[src/rtl/pwg_pkg.sv]
`timescale 1ns/1ps
package pwg_pkg;

  localparam int unsigned PHASE_W   = 8;
  localparam int unsigned NUM_WAVES = 7;

  // Phase at which waveform idx first reads high.
  function automatic int unsigned rise_phase(int unsigned idx);
    case (idx)
      0: return 5;
      1: return 4;
      2: return 3;
      3: return 2;
      default: return 0;
    endcase
  endfunction

  // Phase at which waveform idx first reads low.
  function automatic int unsigned fall_phase(int unsigned idx);
    case (idx)
      4: return 252;
      5: return 253;
      6: return 254;
      default: return 0;
    endcase
  endfunction

  // Phase that comes one step before ph in a 2**w period.
  function automatic int unsigned prev_phase(int unsigned ph, int unsigned w);
    return (ph + (32'd1 << w) - 1) % (32'd1 << w);
  endfunction

  // Level of waveform idx at phase ph.
  function automatic logic level_at(int unsigned idx, int unsigned ph);
    int unsigned r;
    int unsigned f;
    r = rise_phase(idx);
    f = fall_phase(idx);
    if (r < f) return (ph >= r) && (ph < f);
    else       return (ph >= r) || (ph < f);
  endfunction

endpackage

[src/rtl/pwg_phase_ctr.sv]
`timescale 1ns/1ps
module pwg_phase_ctr #(
  parameter int unsigned W = 8
) (
  input  logic         clk,
  input  logic         rst,
  input  logic         en,
  output logic [W-1:0] phase_o
);

  localparam logic [W-1:0] ONE = {{(W-1){1'b0}}, 1'b1};

  always_ff @(posedge clk) begin
    if (rst)     phase_o <= '0;
    else if (en) phase_o <= phase_o + ONE;
  end

endmodule

[src/rtl/pwg_edge_cell.sv]
`timescale 1ns/1ps
module pwg_edge_cell
  import pwg_pkg::*;
#(
  parameter int unsigned W       = 8,
  parameter int unsigned RISE_AT = 0,
  parameter int unsigned FALL_AT = 0,
  parameter bit          INIT    = 1'b0
) (
  input  logic         clk,
  input  logic         rst,
  input  logic         en,
  input  logic [W-1:0] phase_i,
  output logic         wave_o,
  output logic         rise_evt_o,
  output logic         fall_evt_o
);

  // Decode one step early so the registered level matches the phase.
  localparam int unsigned  PRE_RISE_I = prev_phase(RISE_AT, W);
  localparam int unsigned  PRE_FALL_I = prev_phase(FALL_AT, W);
  localparam logic [W-1:0] PRE_RISE   = PRE_RISE_I[W-1:0];
  localparam logic [W-1:0] PRE_FALL   = PRE_FALL_I[W-1:0];

  assign rise_evt_o = en && (phase_i == PRE_RISE);
  assign fall_evt_o = en && (phase_i == PRE_FALL);

  always_ff @(posedge clk) begin
    if (rst)             wave_o <= INIT;
    else if (rise_evt_o) wave_o <= 1'b1;
    else if (fall_evt_o) wave_o <= 1'b0;
  end

endmodule

[src/rtl/phase_wave_gen.sv]
`timescale 1ns/1ps
module phase_wave_gen
  import pwg_pkg::*;
#(
  parameter int unsigned PHASE_W = pwg_pkg::PHASE_W
) (
  input  logic                 clk,
  input  logic                 rst,
  input  logic                 en,
  output logic [NUM_WAVES-1:0] wave_o
);

  logic [PHASE_W-1:0]   phase_q;
  logic [NUM_WAVES-1:0] rise_evt;
  logic [NUM_WAVES-1:0] fall_evt;

  pwg_phase_ctr #(.W(PHASE_W)) u_ctr (
    .clk     (clk),
    .rst     (rst),
    .en      (en),
    .phase_o (phase_q)
  );

  for (genvar g = 0; g < NUM_WAVES; g++) begin : g_wave
    pwg_edge_cell #(
      .W       (PHASE_W),
      .RISE_AT (rise_phase(g)),
      .FALL_AT (fall_phase(g)),
      .INIT    (level_at(g, 0))
    ) u_cell (
      .clk        (clk),
      .rst        (rst),
      .en         (en),
      .phase_i    (phase_q),
      .wave_o     (wave_o[g]),
      .rise_evt_o (rise_evt[g]),
      .fall_evt_o (fall_evt[g])
    );
  end

endmodule

[config.mk]
export PLATFORM = sky130hd
export DESIGN_NAME = phase_wave_gen
export DESIGN_NICKNAME = d
export VERILOG_FILES = /design/src/rtl/pwg_pkg.sv /design/src/rtl/pwg_phase_ctr.sv /design/src/rtl/pwg_edge_cell.sv /design/src/rtl/phase_wave_gen.sv
export SDC_FILE = /design/constraint.sdc
export NUM_CORES = 1
export LEC_CHECK = 0
export ABC_AREA = 1
export ABC_CLOCK_PERIOD_IN_PS = 1590
export BUFFER_PORTS_ARGS = -buffer_cell sky130_fd_sc_hd__buf_2
export CAP_MARGIN = 15
export CORE_MARGIN = 5
export CORE_UTILIZATION = 54
export DETAILED_ROUTE_END_ITERATION = 7
export PLACE_DENSITY_LB_ADDON = 0.12
export SLEW_MARGIN = 20
export SYNTH_ARGS = -nofsm -noshare
export SYNTH_HDL_FRONTEND = slang
export SYNTH_SLANG_ARGS = --single-unit
[constraint.sdc]
create_clock -name clk -period 1.59 [get_ports clk]
set_clock_uncertainty 0.1 [all_clocks]
set_input_delay 0.318 -clock clk [delete_from_list [all_inputs] [get_ports clk]]
set_output_delay 0.318 -clock clk [all_outputs]
set_load 0.005 [all_outputs]
=== Word level (Yosys, flattened, before mapping) ===
Cells that the tools add are included.

* Word-level logic and storage cells: 35
* Register bits: 15
* Input bits: 3

* Add/subtract/negate cells: 1
* Reductions and logical operators: 13
* Muxes and demuxes: 5
* Eq/ne operators: 8

{| class="wikitable"
|+ Operators by type and width
! cell !! number
|-
| == test 8 bit (second input constant) || 4
|-
| == test 8 x 2 -> 1 bit (second input constant) || 2
|-
| adder 8 x 1 -> 8 bit (second input constant) || 1
|-
| == test 8 x 1 -> 1 bit (second input constant) || 1
|-
| == test 8 x 3 -> 1 bit (second input constant) || 1
|-
| logical AND 1 bit || 8
|-
| nonzero test 2 bit || 4
|-
| two-way mux 1 bit || 5
|-
| OR reduction 2 bit || 1
|}

=== Longest topological paths before layout ===
Gate-level depths: netlist (run 1).

* Word-level depth: 4
* Mapped depth: 7
* Gate-level depth less buffers: 7

=== Hierarchy ===
A second synthesis (run 1) with hierarchy kept.

* Cell total of the unflattened synthesis: 200
* Area, all modules: 1126.1 µm²

{| class="wikitable"
|+ By module, submodules not included
! module !! instances !! cells an instance !! sequential area each (µm²) !! area each (µm²)
|-
| pwg_phase_ctr || 1 || 48 || 160.2 || 361.6
|-
| pwg_edge_cell (g_wave[4].u_cell ...) || 2 || 19 || 20.0 || 100.1
|-
| pwg_edge_cell (g_wave[3].u_cell) || 1 || 27 || 20.0 || 127.6
|-
| pwg_edge_cell (g_wave[2].u_cell) || 1 || 23 || 20.0 || 113.9
|-
| pwg_edge_cell (g_wave[0].u_cell) || 1 || 21 || 20.0 || 110.1
|-
| pwg_edge_cell (g_wave[1].u_cell) || 1 || 21 || 20.0 || 106.4
|-
| pwg_edge_cell (g_wave[6].u_cell) || 1 || 22 || 20.0 || 106.4
|}

=== Worst setup path after synthesis (run 1) ===
Ideal clock, no wire load.

* Path kind: register to register
* Start point: reg u_ctr.phase_o[0]
* End point: reg g_wave[0].u_cell.wave_o
* Period minus slack after synthesis: 1.161 ns
* Path slack: 0.429 ns
* Cell stages (with the launch flop): 7
* Data arrival time: 0.948 ns
* Path through: dfxtp_1 -> ha_1 -> nand3_2 -> nor2_2 -> nand2_2 -> nand3_1 -> nand2_1

* Cells in the longest elaborated chain, start to end: 3

{| class="wikitable"
|+ Ends and longest elaborated chain
! what !! RTL line !! source
|-
| start: declaration || pwg_phase_ctr.sv:8 || <nowiki>output logic [W-1:0] phase_o</nowiki>
|-
| start signal: assignment || pwg_phase_ctr.sv:15 || <nowiki>else if (en) phase_o <= phase_o + ONE;</nowiki>
|-
| == test 8 x 3 -> 1 bit or == test 8 bit (tied branches) || pwg_edge_cell.sv:25, pwg_edge_cell.sv:26 ||
|-
| logical AND 1 bit, on equally long branches || pwg_edge_cell.sv:25, pwg_edge_cell.sv:26 ||
|-
| two-way mux 1 bit or nonzero test 2 bit (tied branches) || - ||
|-
| end signal: assignment || pwg_edge_cell.sv:29 || <nowiki>if (rst) wave_o <= INIT;</nowiki>
|-
| end signal: assignment || pwg_edge_cell.sv:30 || <nowiki>else if (rise_evt_o) wave_o <= 1'b1;</nowiki>
|-
| end signal: assignment || pwg_edge_cell.sv:31 || <nowiki>else if (fall_evt_o) wave_o <= 1'b0;</nowiki>
|-
| end: declaration || pwg_edge_cell.sv:14 || <nowiki>output logic wave_o,</nowiki>
|}

Parallel ways exist; a longest one is shown, timed or not.
A chain may end at the register's enable or synchronous reset.

=== Worst setup path in the final report (run 1) ===
* Start point: reg u_ctr.phase_o[0]
* End point: reg g_wave[1].u_cell.wave_o

* Cells in the longest elaborated chain, start to end: 3

{| class="wikitable"
|+ Ends and longest elaborated chain
! what !! RTL line
|-
| == test 8 x 2 -> 1 bit or == test 8 bit (tied branches) || pwg_edge_cell.sv:25, pwg_edge_cell.sv:26
|-
| logical AND 1 bit, on equally long branches || pwg_edge_cell.sv:25, pwg_edge_cell.sv:26
|-
| two-way mux 1 bit or nonzero test 2 bit (tied branches) || -
|-
| end signal: assignment || pwg_edge_cell.sv:29
|-
| end signal: assignment || pwg_edge_cell.sv:30
|-
| end signal: assignment || pwg_edge_cell.sv:31
|-
| end: declaration || pwg_edge_cell.sv:14
|}

Parallel ways exist; a longest one is shown, timed or not.

==> flow_metrics.env, run 1 <==
export IMPL_fin_ws_ps=287
export IMPL_synth_ff_type="dfxtp_1"
export IMPL_post_place_ws_ps=304
export IMPL_cts_path_max_buffers=2
export IMPL_grt_ovfl_total=0
export IMPL_gp_congestion=0.812
export IMPL_p_seq_frac=0.593
export IMPL_arrival_ps=1380
export IMPL_synth_top_cell_area_share=0.373
export IMPL_synthArstFlopShare=0
export IMPL_synth_top_area_cell="dfxtp_1"
export IMPL_finalSetupViolCount=0
export IMPL_grt_pass1_wl_mm=2.69
export IMPL_drv_slew=0
export IMPL_cts_sinks=15
export IMPL_antenna_cells=0
export IMPL_p_total_mw=0.663
export IMPL_netlist_area_um2=806
export IMPL_synth_most_common_cell="nand2_1"
export IMPL_setup_tns_ps=0
export IMPL_period_needed_ps=1300
export IMPL_core_area_um2=1450
export IMPL_drive_above_1_share=0.198
export IMPL_ios=10
export IMPL_power_density_nw_per_um2=799
export IMPL_first_pass_iters=4
export IMPL_first_global_vias=593
export IMPL_via_per_inst=4.90
export IMPL_crit_type="reg -> reg"
export IMPL_post_cts_buffers=0
export IMPL_rsz0062_at_grt="no"
export IMPL_fin_crit_sh=0.819
export IMPL_clock_power_share=0.331
export IMPL_synth_distinct_cells=16
export IMPL_grtUsageTotal=0.141
export IMPL_yosys_warnings=0
export IMPL_clk_pin_slew_ps=90
export IMPL_synthTopCellsByCount="25 x nand2_1, 15 x dfxtp_1, 12 x inv_1, 12 x nor2_1, 10 x nand3_1"
export IMPL_antenna_found_initial=0
export IMPL_drt_iter0_markers=20
export IMPL_nNetsFinal=124
export IMPL_seq_area_frac_synth=0.373
export IMPL_portBuffers=9
export IMPL_routed_wl_mm=1.44
export IMPL_tightest_slew_ps=438
export IMPL_fillers=146
export IMPL_post_route_drc_count=0
export IMPL_synth_nets=119
export IMPL_die_w_um=48.6
export IMPL_vias=647
export IMPL_place_hpwl_mm=1.11
export IMPL_swShare=0.246
export IMPL_p_int_mw=0.500
export IMPL_htreeDepth=1
export IMPL_startpoint_type="flip-flop"
export IMPL_dieArea_um2=2360
export IMPL_power_switching_mw=0.163
export IMPL_avgSynthCellArea_um2=7.19
export IMPL_status="complete, no violations"
export IMPL_fmax_mhz=768
export IMPL_syn2layout_area_growth_pct=2.95
export IMPL_cts_buffers=3
export IMPL_root_buffer="clkbuf_4"
export IMPL_post_drt_wl_per_cell_um=10.9
export IMPL_cts_hold_buf=0
export IMPL_grt_max_degree=17
export IMPL_cts_tree="yes"
export IMPL_clkLatencyLatePin_ps=280
export IMPL_postSynthCellCount=112
export IMPL_initial_core_util=0.554
export IMPL_critPathCaptureType="flip-flop"
export IMPL_hold_viol_final=0
export IMPL_ant_nets=0
export IMPL_synth_edff_count=0
export IMPL_crit_required_ps=1670
export IMPL_hp_class="in -> reg"
export IMPL_ir_worst_vdd_uv=520
export IMPL_die_y_um=48.6
export IMPL_path_max_fanout=4
export IMPL_p_leak_nw=0.405
export IMPL_cap_violations=0
export IMPL_slew_headroom=0.707
export IMPL_cts_resized=0
export IMPL_p_comb_frac=0.076
export IMPL_ys_seq_elements=15
export IMPL_synth_area_leaders="dfxtp_1 37%, nand2_1 12%, buf_4 8.4%"
export IMPL_fp_row_count=14
## cell usage in the layout, fill, tap and decap left out, types with 2 or more instances in the layout
cell	n
buf_2	9
nor2_2	3
ha_1	4
nand3_2	2
nand3_1	10
a21oi_1	6
nand4_1	4
nand2_1	25
nand2_2	4
o21ai_0	3
clkbuf_4	3
inv_1	12
dfxtp_1	15
nor2_1	12
## layer usage
metal  global-route usage  up-vias  share of wire
li1                     -      353              -
met2                0.200        7           0.44
met1                0.200      285           0.52
met5                    0        -              0
met3               0.0368        2          0.034
met4               0.0538        0         0.0098
## power groups by stage
stage | combinational [mW] | clock, mW | sequential (mW)
after floorplan | 0.0452 | 0 | 0.400
after global placement | 0.0504 | 0 | 0.401
after detailed placement | 0.0506 | 0 | 0.402
after CTS | 0.0511 | 0.227 | 0.393
after global routing | 0.0605 | 0.250 | 0.395
final | 0.0504 | 0.219 | 0.393
## worst paths after layout
path / startpoint / cells past startpoint / endpoint / slack (ps)
setup / recovery: u_ctr.phase_o[0]$_SDFFE_PP0P_ / 6 / g_wave[1].u_cell.wave_o$_SDFFE_PP0P_ / 290
hold / removal: rst / 3 / g_wave[6].u_cell.wave_o$_SDFFE_PP1P_ / 170
setup reg to reg: u_ctr.phase_o[0]$_SDFFE_PP0P_ / 6 / g_wave[1].u_cell.wave_o$_SDFFE_PP0P_ / 290
hold reg to reg: g_wave[4].u_cell.wave_o$_SDFFE_PP1P_ / 2 / g_wave[4].u_cell.wave_o$_SDFFE_PP1P_ / 350
## registers in the layout, summed over array words and instances, names as in the netlist
register              flops
u_ctr.phase_o             8
g_wave.u_cell.wave_o      7
## final cells by class
type	count	area, µm²	share of cell area
Clock buffer	4	26.3	0.0317
Sequential cell	15	300	0.362
Tap cell	16	20.0	0.0241
Timing Repair Buffer	9	45.0	0.0543
Multi-Input combinational cell	75	389	0.469
Inverter	13	48.8	0.0588
## critical path, stage by stage, from the launching register on
cell	delay, ps
dfxtp_1	410
ha_1	210
nand3_2	100
nor2_2	160
nand2_2	90
nand3_1	70
nand2_1	50
## metrics by stage
step / util / cell area, µm² / hold WS, ps / cells
floorplan: - / 806 / 320 / 112
global placement: 0.552 / 803 / 324 / 128
detailed placement: 0.552 / 803 / 329 / 128
CTS: 0.571 / 830 / 160 / 132
global route: 0.571 / 830 / 161 / 132
finish: 0.571 / 830 / 167 / 132
## cells by family after synthesis
| group | Yosys count | share of synthesized area |
|---|---|---|
| compound gates | 9 | 0.0559 |
| simple gates | 62 | 0.365 |
| buf+inv | 22 | 0.144 |
| flops | 15 | 0.373 |
| fa+ha+maj | 4 | 0.0621 |
Power figures use the tool's default switching activity.
==> inputs of run 2 (changes only) <==
Settings changed: ABC_AREA 1 to 0, ABC_CLOCK_PERIOD_IN_PS 1590 to 1250, CORE_UTILIZATION 54 to 53.
Clock period 1.59 ns to 1.25 ns, I/O delays scaled along.
==> run 2 against run 1 <==
Net effect:
- the flow now finishes with violations (setup timing)
- sequential power grew 27%
- critical path depth shrank 2
- power increased by 32%
- non-clock buffer count is 18 higher
- cell count is 16% lower
- global-route usage rose by 2.8 points
- clock power up 27%
- count of clock-buffer cells in the layout stayed put
- utilization up 16 points
- flip-flop and latch count did not move
- via count shrank 6.2%
- critical path type unchanged
- largest power group unchanged
==> flow_metrics.env, run 2 <==
export IMPL_critical_path_cell_chain="ha_4 -> and3_4 -> a41oi_4 -> a22o_1"
export IMPL_fin_ws_ps=-39.3
export IMPL_root_buffer="clkbuf_4"
export IMPL_cts_tree="yes"
export IMPL_synthTopCellsByCount="15 x dfxtp_1, 7 x buf_4, 6 x nand2_1, 6 x nor2_1, 4 x ha_1"
export IMPL_netlist_area_um2=748
export IMPL_first_pass_iters=5
export IMPL_routed_wl_mm=1.51
export IMPL_finalSetupViolCount=4
export IMPL_fin_cells=111
export IMPL_power_density_nw_per_um2=909
export IMPL_period_needed_ps=1290
export IMPL_via_per_inst=5.47
export IMPL_status="finished with violations"
export IMPL_synth_most_common_cell="dfxtp_1"
export IMPL_reg_top3="u_ctr.phase_o (8), g_wave.u_cell.wave_o (7)"
export IMPL_core_area_um2=1320
export IMPL_largest_reg_flops=8
export IMPL_avgSynthCellArea_um2=10.1
export IMPL_holdWs_ps=115
export IMPL_synth_edff_count=0
export IMPL_grt_ovfl_total=0
export IMPL_post_cts_buffers=0
export IMPL_hold_viol_final=0
export IMPL_crit_start="u_ctr.phase_o[0]$_SDFFE_PP0P_"
export IMPL_synth_top_area_cell="dfxtp_1"
export IMPL_cp_slowest_stage_delay_ps=390
export IMPL_clock_power_share=0.320
export IMPL_syn2layout_area_growth_pct=28.3
export IMPL_regMostFlops="u_ctr.phase_o"
export IMPL_seq_area_frac_synth=0.401
export IMPL_crit_end="g_wave[2].u_cell.wave_o$_SDFFE_PP0P_"
export IMPL_synth_distinct_cells=27
export IMPL_violations="setup timing"
export IMPL_fp_row_count=13
export IMPL_vias=607
export IMPL_portBuffers=9
export IMPL_grtUsageTotal=0.169
export IMPL_nNetsFinal=104
export IMPL_initial_core_util=0.568
export IMPL_reg2reg_depth=4
export IMPL_r2r_start="u_ctr.phase_o[0]$_SDFFE_PP0P_"
export IMPL_grt_pass1_wl_mm=2.62
export IMPL_antenna_cells=0
export IMPL_ir_worst_vdd_uv=651
export IMPL_ys_seq_elements=15
export IMPL_drt_iter0_markers=8
export IMPL_hp_class="in -> reg"
export IMPL_cts_hold_buf=0
export IMPL_drive_above_1_share=0.500
export IMPL_r2r_end="g_wave[2].u_cell.wave_o$_SDFFE_PP0P_"
export IMPL_dp_cells=107
export IMPL_arrival_ps=1370
export IMPL_final_cell_mix="18 x buf_4, 9 x dfxtp_1, 9 x buf_2, 6 x nor2_1, 5 x nand2_1"
export IMPL_p_leak_nw=0.422
export IMPL_power_switching_mw=0.215
export IMPL_cts_buffers=3
export IMPL_p_comb_frac=0.107
export IMPL_drv_slew=0
export IMPL_clk_pin_slew_ps=90
export IMPL_swShare=0.246
export IMPL_fin_util=0.728
export IMPL_cap_violations=0
export IMPL_grt_max_degree=9
export IMPL_synth_nets=81
export IMPL_final_common_cell="buf_4"
export IMPL_postSynthCellCount=74
export IMPL_dieArea_um2=2260
export IMPL_cp_slowest_cell="dfxtp_4"
export IMPL_p_total_mw=0.872
export IMPL_die_y_um=47.6
export IMPL_post_drt_wl_per_cell_um=13.6
export IMPL_p_seq_frac=0.573
export IMPL_tightest_slew_ps=290
export IMPL_ant_nets=0
export IMPL_fmax_mhz=776
export IMPL_crit_type="reg -> reg"
export IMPL_synth_ff_type="dfxtp_1"
export IMPL_place_hpwl_mm=1.19
export IMPL_startpoint_type="flip-flop"
export IMPL_die_w_um=47.6
export IMPL_crit_required_ps=1330
export IMPL_synthArstFlopShare=0
export IMPL_cts_path_max_buffers=2
export IMPL_slew_headroom=0.806
export IMPL_p_int_mw=0.658
export IMPL_synth_area_leaders="dfxtp_1 40%, buf_4 7.0%, ha_1 6.7%"
export IMPL_clkLatencyLatePin_ps=280
export IMPL_yosys_warnings=0
export IMPL_gp_congestion=0.731
export IMPL_r2r_slack_ps=-40
export IMPL_synth_top_cell_area_share=0.401
export IMPL_path_max_fanout=7
export IMPL_fillers=102
export IMPL_critPathCaptureType="flip-flop"
export IMPL_ios=10
export IMPL_cts_sinks=15
export IMPL_rsz0062_at_grt="yes"
export IMPL_antenna_found_initial=0
export IMPL_htreeDepth=1
export IMPL_post_route_drc_count=0
export IMPL_first_global_vias=619
export IMPL_fin_crit_sh=1.03
## run 2: cell types whose count changed after synthesis, sizes merged, moves of 3 or more
cell,change
nand3,-11
nor2,-10
a21oi,-3
a22o,+3
nand2,-23
xor2,+3
inv,-10
## run 2: critical path: cells and delay by family, from the launching register on
family / cells / cell delay (ps)
AO/OA/AOI/OAI: 2 / 370
adder cells (fa/ha/maj): 1 / 130
AND/OR/NAND/NOR: 1 / 190
flip-flops: 1 / 390
## run 2: layout make-up
cell class                      count  area (µm²)  area share
Sequential cell                    15         318       0.331
Inverter                            3        11.3      0.0117
Clock buffer                        4        26.3      0.0274
Timing Repair Buffer               27         180       0.188
Tap cell                           15        18.8      0.0196
Multi-Input combinational cell     47         405       0.422
## run 2: kinds of logic (layout without fill, tap and decap cells)
logic type | count (synthesis) | in the layout | synth area share
XOR/XNOR | 4 | 4 | 0.0468
buffers and inverters | 12 | 34 | 0.110
AND/OR/NAND/NOR | 24 | 24 | 0.206
flip-flops | 15 | 15 | 0.401
adder cells (fa/ha/maj) | 4 | 4 | 0.0669
multiplexers | 1 | 1 | 0.0134
AO/OA/AOI/OAI | 14 | 14 | 0.156
## run 2: metrics by stage
| step | TNS (ps) | setup slack [ps] | instance area, µm² |
|---|---|---|---|
| 2_1_floorplan | -11.6 | -11.6 | 773 |
| 3_3_place_gp | -91.3 | -32.0 | 901 |
| 3_5_place_dp | -170 | -50.1 | 901 |
| 4_1_cts | -87.5 | -35.1 | 938 |
| 5_1_grt | -407 | -77.3 | 960 |
| 6_report | -105 | -39.3 | 960 |
## run 2: worst min path at each step
stage                                    startpoint                                    to  slack, ps  cells after the start
2_1_floorplan  g_wave[0].u_cell.wave_o$_SDFFE_PP0P_  g_wave[0].u_cell.wave_o$_SDFFE_PP0P_        330                      1
4_1_cts                                         rst         u_ctr.phase_o[7]$_SDFFE_PP0P_        110                      2
6_report                                        rst         u_ctr.phase_o[7]$_SDFFE_PP0P_        120                      2
3_3_place_gp   g_wave[4].u_cell.wave_o$_SDFFE_PP1P_  g_wave[4].u_cell.wave_o$_SDFFE_PP1P_        340                      2
5_1_grt                                         rst         u_ctr.phase_o[7]$_SDFFE_PP0P_        120                      2
3_5_place_dp   g_wave[0].u_cell.wave_o$_SDFFE_PP0P_  g_wave[0].u_cell.wave_o$_SDFFE_PP0P_        350                      1
## run 2: power by group through the flow
stage / clock (mW) / sequential, mW / combinational, mW
4_1_cts: 0.283 / 0.504 / 0.0922
3_3_place_gp: 0 / 0.515 / 0.0887
5_1_grt: 0.323 / 0.504 / 0.102
3_5_place_dp: 0 / 0.516 / 0.0914
6_report: 0.279 / 0.500 / 0.0930
2_1_floorplan: 0 / 0.515 / 0.0593
## run 2: timing repair
item | 4_1_cts | 5_1_grt
endpoints found under the setup margin | 8 | 10
resized for setup | 3 | 8
pin swaps | 5 | 2
## run 2: per-layer routing
| metal | share of wire | global-route usage | vias up |
|---|---|---|---|
| met5 | 0 | 0 | - |
| met4 | 0.013 | 0.0968 | 0 |
| met3 | 0.038 | 0.0451 | 2 |
| met2 | 0.50 | 0.270 | 12 |
| met1 | 0.45 | 0.203 | 292 |
| li1 | - | - | 301 |
